===== src/rtl/sev_pkg.sv =====
package sev_pkg;
    localparam int DW   = 32;
    localparam int AW   = 4;
    localparam int NSRC = 5;

    // register addresses; port n uses PORT_BASE+2n (errors) and +1 (control)
    localparam logic [AW-1:0] A_STAT    = 4'd0;
    localparam logic [AW-1:0] A_CLR     = 4'd1;
    localparam logic [AW-1:0] A_EN      = 4'd2;
    localparam logic [AW-1:0] A_MODE    = 4'd3;
    localparam int            PORT_BASE = 4;

    // status positions
    localparam int B_MCAST = 0;
    localparam int B_PWR   = 1;
    localparam int B_PERR0 = 8;

    // mode source positions
    localparam int M_MCAST = 4;
    localparam int M_PWR   = 0;

    // per-port source positions
    localparam int E_FATAL = 2;
    localparam int E_DEGR  = 24;
    localparam int E_FAIL  = 25;
    localparam int C_SUMM  = 6;
    localparam int C_RETRY = 16;
    localparam int C_ILLEG = 20;

    // order of the per-port source vector
    localparam int S_FATAL = 0;
    localparam int S_DEGR  = 1;
    localparam int S_FAIL  = 2;
    localparam int S_ILLEG = 3;
    localparam int S_RETRY = 4;

    typedef struct packed {
        logic [NSRC-1:0] src;
        logic            summ;
    } port_st_t;

    typedef struct packed {
        logic mc;
        logic pw;
    } mode_st_t;

    typedef struct packed {
        logic [DW-1:0] stat;
        logic [DW-1:0] en;
    } top_st_t;
endpackage


===== src/rtl/sev_mode_src.sv =====
module sev_mode_src
    import sev_pkg::*;
(
    input  logic          clk,
    input  logic          rst_n,
    input  logic          ev_mc,
    input  logic          ev_pw,
    input  logic          we,
    input  logic [DW-1:0] wdata,
    output logic [DW-1:0] word,
    output logic          det_mc,
    output logic          det_pw
);
    mode_st_t st_d, st_q;

    always_comb begin
        st_d    = st_q;
        st_d.mc = (st_q.mc & ~(we & wdata[M_MCAST])) | ev_mc;
        st_d.pw = (st_q.pw & ~(we & wdata[M_PWR]))   | ev_pw;
        det_mc  = ev_mc & ~st_q.mc;
        det_pw  = ev_pw & ~st_q.pw;
        word          = '0;
        word[M_MCAST] = st_q.mc;
        word[M_PWR]   = st_q.pw;
    end

    always_ff @(posedge clk or negedge rst_n) begin
        if (!rst_n) st_q <= '0;
        else        st_q <= st_d;
    end


    mc_rise_src_chk: assert property (@(posedge clk) disable iff (!rst_n)
        $rose(st_q.mc) |-> $past(ev_mc));

    mc_no_redetect_chk: assert property (@(posedge clk) disable iff (!rst_n)
        st_q.mc |-> !det_mc);
endmodule


===== src/rtl/sev_port_err.sv =====
module sev_port_err
    import sev_pkg::*;
(
    input  logic            clk,
    input  logic            rst_n,
    input  logic [NSRC-1:0] ev,
    input  logic            err_we,
    input  logic            ctl_we,
    input  logic [DW-1:0]   wdata,
    output logic [DW-1:0]   err_word,
    output logic [DW-1:0]   ctl_word,
    output logic            detect
);
    port_st_t        st_d, st_q;
    logic [NSRC-1:0] clr;
    logic            summ_clr;

    always_comb begin
        clr          = '0;
        clr[S_FATAL] = err_we & wdata[E_FATAL];
        clr[S_DEGR]  = err_we & wdata[E_DEGR];
        clr[S_FAIL]  = err_we & wdata[E_FAIL];
        clr[S_ILLEG] = ctl_we & wdata[C_ILLEG];
        clr[S_RETRY] = ctl_we & wdata[C_RETRY];
        summ_clr     = ctl_we & wdata[C_SUMM];

        st_d      = st_q;
        st_d.src  = (st_q.src & ~clr) | ev;
        // summary is re-asserted by any source still present this cycle
        st_d.summ = (st_q.summ & ~summ_clr) | (|st_q.src) | (|ev);
        detect    = (|ev) & ~st_q.summ & ~(|st_q.src);

        err_word          = '0;
        err_word[E_FATAL] = st_q.src[S_FATAL];
        err_word[E_DEGR]  = st_q.src[S_DEGR];
        err_word[E_FAIL]  = st_q.src[S_FAIL];
        ctl_word          = '0;
        ctl_word[C_SUMM]  = st_q.summ;
        ctl_word[C_ILLEG] = st_q.src[S_ILLEG];
        ctl_word[C_RETRY] = st_q.src[S_RETRY];
    end

    always_ff @(posedge clk or negedge rst_n) begin
        if (!rst_n) st_q <= '0;
        else        st_q <= st_d;
    end


    summ_covers_src_chk: assert property (@(posedge clk) disable iff (!rst_n)
        (|st_q.src) |-> st_q.summ);

    summ_rise_from_event_chk: assert property (@(posedge clk) disable iff (!rst_n)
        $rose(st_q.summ) |-> $past(|ev));
endmodule


===== src/rtl/sev_aggregator.sv =====
module sev_aggregator
    import sev_pkg::*;
#(
    parameter int NPORTS = 3
) (
    input  logic              clk,
    input  logic              rst_n,
    input  logic              wr_en_i,
    input  logic [AW-1:0]     wr_addr_i,
    input  logic [DW-1:0]     wr_data_i,
    input  logic [AW-1:0]     rd_addr_i,
    output logic [DW-1:0]     rd_data_o,
    input  logic              ev_mcast_i,
    input  logic              ev_pwrite_i,
    input  logic [NPORTS-1:0] pe_fatal_i,
    input  logic [NPORTS-1:0] pe_degr_i,
    input  logic [NPORTS-1:0] pe_fail_i,
    input  logic [NPORTS-1:0] pe_illeg_i,
    input  logic [NPORTS-1:0] pe_retry_i,
    output logic              irq_o
);
    function automatic logic [DW-1:0] impl_mask();
        logic [DW-1:0] m;
        m = '0;
        m[B_MCAST] = 1'b1;
        m[B_PWR]   = 1'b1;
        for (int i = 0; i < NPORTS; i++) m[B_PERR0+i] = 1'b1;
        return m;
    endfunction
    localparam logic [DW-1:0] MASK = impl_mask();

    top_st_t       st_d, st_q;
    logic [DW-1:0] set_v;
    logic [DW-1:0] mode_word;
    logic          det_mc, det_pw;
    logic [DW-1:0] err_words [NPORTS];
    logic [DW-1:0] ctl_words [NPORTS];
    logic [NPORTS-1:0] port_det;

    sev_mode_src mode_i (
        .clk    (clk),
        .rst_n  (rst_n),
        .ev_mc  (ev_mcast_i),
        .ev_pw  (ev_pwrite_i),
        .we     (wr_en_i && wr_addr_i == A_MODE),
        .wdata  (wr_data_i),
        .word   (mode_word),
        .det_mc (det_mc),
        .det_pw (det_pw)
    );

    for (genvar p = 0; p < NPORTS; p++) begin : g_port
        localparam logic [AW-1:0] ERR_A = AW'(PORT_BASE + 2 * p);
        localparam logic [AW-1:0] CTL_A = AW'(PORT_BASE + 2 * p + 1);
        logic [NSRC-1:0] ev;
        always_comb begin
            ev          = '0;
            ev[S_FATAL] = pe_fatal_i[p];
            ev[S_DEGR]  = pe_degr_i[p];
            ev[S_FAIL]  = pe_fail_i[p];
            ev[S_ILLEG] = pe_illeg_i[p];
            ev[S_RETRY] = pe_retry_i[p];
        end
        sev_port_err port_i (
            .clk      (clk),
            .rst_n    (rst_n),
            .ev       (ev),
            .err_we   (wr_en_i && wr_addr_i == ERR_A),
            .ctl_we   (wr_en_i && wr_addr_i == CTL_A),
            .wdata    (wr_data_i),
            .err_word (err_words[p]),
            .ctl_word (ctl_words[p]),
            .detect   (port_det[p])
        );
    end

    always_comb begin
        set_v          = '0;
        set_v[B_MCAST] = det_mc;
        set_v[B_PWR]   = det_pw;
        for (int p = 0; p < NPORTS; p++) set_v[B_PERR0+p] = port_det[p];

        st_d = st_q;
        if (wr_en_i && wr_addr_i == A_CLR) st_d.stat = st_q.stat & ~wr_data_i;
        st_d.stat = (st_d.stat | set_v) & MASK;
        if (wr_en_i && wr_addr_i == A_EN) st_d.en = wr_data_i & MASK;

        irq_o = |(st_q.stat & st_q.en);

        rd_data_o = '0;
        case (rd_addr_i)
            A_STAT:  rd_data_o = st_q.stat;
            A_EN:    rd_data_o = st_q.en;
            A_MODE:  rd_data_o = mode_word;
            default: begin
                for (int p = 0; p < NPORTS; p++) begin
                    if (rd_addr_i == AW'(PORT_BASE + 2 * p))     rd_data_o = err_words[p];
                    if (rd_addr_i == AW'(PORT_BASE + 2 * p + 1)) rd_data_o = ctl_words[p];
                end
            end
        endcase
    end

    always_ff @(posedge clk or negedge rst_n) begin
        if (!rst_n) st_q <= '0;
        else        st_q <= st_d;
    end

    for (genvar b = 0; b < DW; b++) begin : g_chk
        if (MASK[b]) begin : g_impl

            stat_fall_needs_clear_chk: assert property (@(posedge clk) disable iff (!rst_n)
                $fell(st_q.stat[b]) |-> $past(wr_en_i && wr_addr_i == A_CLR && wr_data_i[b]));

            set_beats_clear_chk: assert property (@(posedge clk) disable iff (!rst_n)
                set_v[b] |=> st_q.stat[b]);
        end
    end


    irq_needs_enable_chk: assert property (@(posedge clk) disable iff (!rst_n)
        (st_q.en == '0) |-> !irq_o);
endmodule


===== config.mk =====
export PLATFORM = sky130hd
export DESIGN_NAME = sev_aggregator
export DESIGN_NICKNAME = d
export VERILOG_FILES = /design/src/rtl/sev_pkg.sv /design/src/rtl/sev_mode_src.sv /design/src/rtl/sev_port_err.sv /design/src/rtl/sev_aggregator.sv
export SDC_FILE = /design/constraint.sdc
export NUM_CORES = 1
export LEC_CHECK = 0
export CORE_MARGIN = 2
export CORE_UTILIZATION = 55
export CTS_CLUSTER_DIAMETER = 60
export DETAILED_ROUTE_END_ITERATION = 8
export GPL_ROUTABILITY_DRIVEN = 0
export PLACE_DENSITY = 0.88
export SLEW_MARGIN = 40
export SYNTH_ARGS = -nofsm -noshare
export SYNTH_HDL_FRONTEND = slang
export SYNTH_HIERARCHICAL = 1
export SYNTH_SLANG_ARGS = --single-unit
export TNS_END_PERCENT = 50

===== constraint.sdc =====
create_clock -name clk -period 2.05 [get_ports clk]
set_input_delay 0.41 -clock clk [delete_from_list [all_inputs] [get_ports clk]]
set_output_delay 0.41 -clock clk [all_outputs]
set_load 0.05 [all_outputs]

==> metrics.txt <==
Die Y=102 um; Port Buffers=69; Final #Nets=900; r2r startpoint=g_port[0].port_i/err_word[24]; share of cells above drive strength 1=0.264; 1st-pass router iterations=5; Iter 0 DRT Violations=226; RSZ-0062 raised after global routing=true; Die Width=102 um; Wirelength per Cell=14.9 um; peak supply drop=587 uV; FFs w/ async S/R, synth=1.00; Worst Path Max Fanout=23; Vias/cell=5.00; synthesized area=0.00530 sq mm; htree depth=2; register area=751 sq um; clk_lat worst skew=0.30 ns; vias in the first global route=4838; Worst-path clk slew=0.07 ns; count of final setup violators=23; # hold bufs at CTS=0; DR vias=4846; Hold Crit Class=input port to async pin; Placeable Area=0.00928 sq mm; number of placed I/O pins=93; # fillers=610; R2R Setup Slk=0.59 ns; CTS tree=built; Slew @ Worst Pin=0.537 ns; Placement Rows=35; crit start category=input port; Tot Pwr=3.03 mW; first-pass GRT wire length=22400 um; Antenna Nets Post-Route=0; PwrDens=433 mW/mm^2; pin count of the biggest net entering global routing=46; gr ovfl total=0; Critical Path RT=1.64 ns; relative slew slack=0.642; max cap viols=0; Total Wirelength=14500 um; CP endpoint kind=output port; TritonCTS buffer count=5; initial antenna violation count=0; yosys warns=6; CP startpoint=rd_addr_i[0]; Leakage=2.89 nW; Final Hold Viols=0; Yosys cell types=37; status=finished with violations; CP Class=input port to output port; area of the multi-input gates=0.00424 sq mm; overall global routing resource usage=0.271; Residual DRC=0; Initial Util=0.571; Fmax=461 MHz; full die area=0.0104 sq mm; DP Wirelength=9650 um; EDFF count, synth=0; post-synthesis sequential area ratio=0.142; Syn-to-layout area delta=32.0%; Reg-to-Reg End=st_q[40]; clock sinks=30; worst hold slack=0.499 ns; Yosys reg bits=30; max-slew violations=0; CTS max path bufs=2; CP arrival=1.76 ns; clock skew=0.00536 ns; syn avg cell area=7.06 sq um; period utilization=1.06; CTS Root Buffer Type=clkbuf_8; cells after synthesis=751; ys flop type=dfrtp_1; min Tclk post-route=2.17 ns; Final TNS setup=-1.05 ns; failing checks=setup timing; Worst Reg-to-Reg Cells=4; Antenna Cells=0; setup ws final=-0.120 ns
==> worst max-delay path, cell delays in order <==
cell and delay [ns]:
buf_4 0.15, buf_4 0.18, buf_12 0.16, o21ai_0 0.28, a32oi_1 0.21, a2bb2oi_4 0.21, buf_12 0.15
==> registers in the layout, indices dropped and copies added (netlist names) <==
| signal | cells |
|---|---|
| mode_i/word | 2 |
| st_q | 10 |
| g_port.port_i/ctl_word | 9 |
| g_port.port_i/err_word | 9 |
==> cell usage after synthesis (5+ instances only) <==
| master | number | area, sq um |
|---|---|---|
| clkbuf_1 | 29 | 109 |
| a21oi_1 | 25 | 125 |
| a221o_1 | 7 | 70.1 |
| o21ai_0 | 92 | 460 |
| nand2_1 | 84 | 315 |
| a21o_1 | 20 | 150 |
| buf_4 | 208 | 1560 |
| a32oi_1 | 21 | 184 |
| dfrtp_1 | 30 | 751 |
| a2bb2oi_1 | 21 | 184 |
| nor3_1 | 9 | 45.0 |
| mux2i_1 | 33 | 330 |
| inv_1 | 31 | 116 |
| mux4_2 | 7 | 158 |
| mux2_4 | 5 | 75.1 |
| o22ai_1 | 5 | 31.3 |
| buf_2 | 10 | 50.1 |
| nor2_1 | 64 | 240 |
==> how the worst max path moves through the flow <==
stage | end
after floorplan | rd_data_o[25]
after global placement | rd_data_o[18]
after detailed placement | rd_data_o[18]
after CTS | rd_data_o[12]
after global routing | rd_data_o[16]
final | rd_data_o[27]
==> power breakdown <==
part           switching (mW)  leakage, nW  internal, mW
Combinational           0.840         2.53         0.729
Clock                   0.246       0.0714         0.518
Sequential             0.0550        0.297         0.642
==> area by class of cell <==
cell class,instances,area share
multi-input cells,639,0.605
inverters,31,0.0166
well taps,129,0.0231
flip-flops and latches,30,0.107
clock inverters,2,0.00858
repair buffers,133,0.228
clock buffers,6,0.0118
==> cells by family after synthesis <==
kind of cell | synth area share
buffers and inverters | 0.351
AOI/OAI and AO/OA | 0.247
and+or+nand+nor | 0.151
muxes | 0.106
DFF | 0.142
other | 0.00283
==> layer usage <==
layer	vias to the layer above	track usage	part of all wire
met1	2270	0.313	0.39
li1	2358	-	-
met5	-	0	0
met4	0	0.0800	0.034
met3	45	0.0356	0.041
met2	173	0.519	0.53
==> cells in the final DEF, fill, tap and decap left out, drive strengths merged <==
master           n
mux2             5
dfrtp           30
nor3b            1
nor2b            3
a32oi           21
inv             31
clkbuf           7
o221ai           4
a21oi           25
nor2            65
a31oi            4
or3b             4
o21ai           92
a22oi            1
conb           204
a2bb2oi         21
nand4            3
o22ai            5
a21o            23
nor3            12
mux2i           33
mux4             7
buf             97
or3              4
bufinv           2
nand3b           3
nand4b           1
clkdlybuf4s50   35
or2              4
nand2b           2
a221o            7
nand2           84
a222oi           1
==> metrics by stage <==
stage               utilization  cells  instance area [sq um]  worst slack (ns)
floorplan                     -    951                   6560           -0.0893
global placement          0.677    950                   6290            -0.571
detailed placement        0.677    950                   6290            -0.595
CTS                       0.739    969                   6860           -0.0853
global route              0.754    970                   7000            -0.207
finish                    0.754    970                   7000            -0.120
==> timing repair <==
action,CTS,global route
resized for setup,90,40
pin swaps,18,18
setup endpoints to repair,29,28
gates cloned,2,2
setup buffers,9,0
Power figures use the tool's default switching activity.
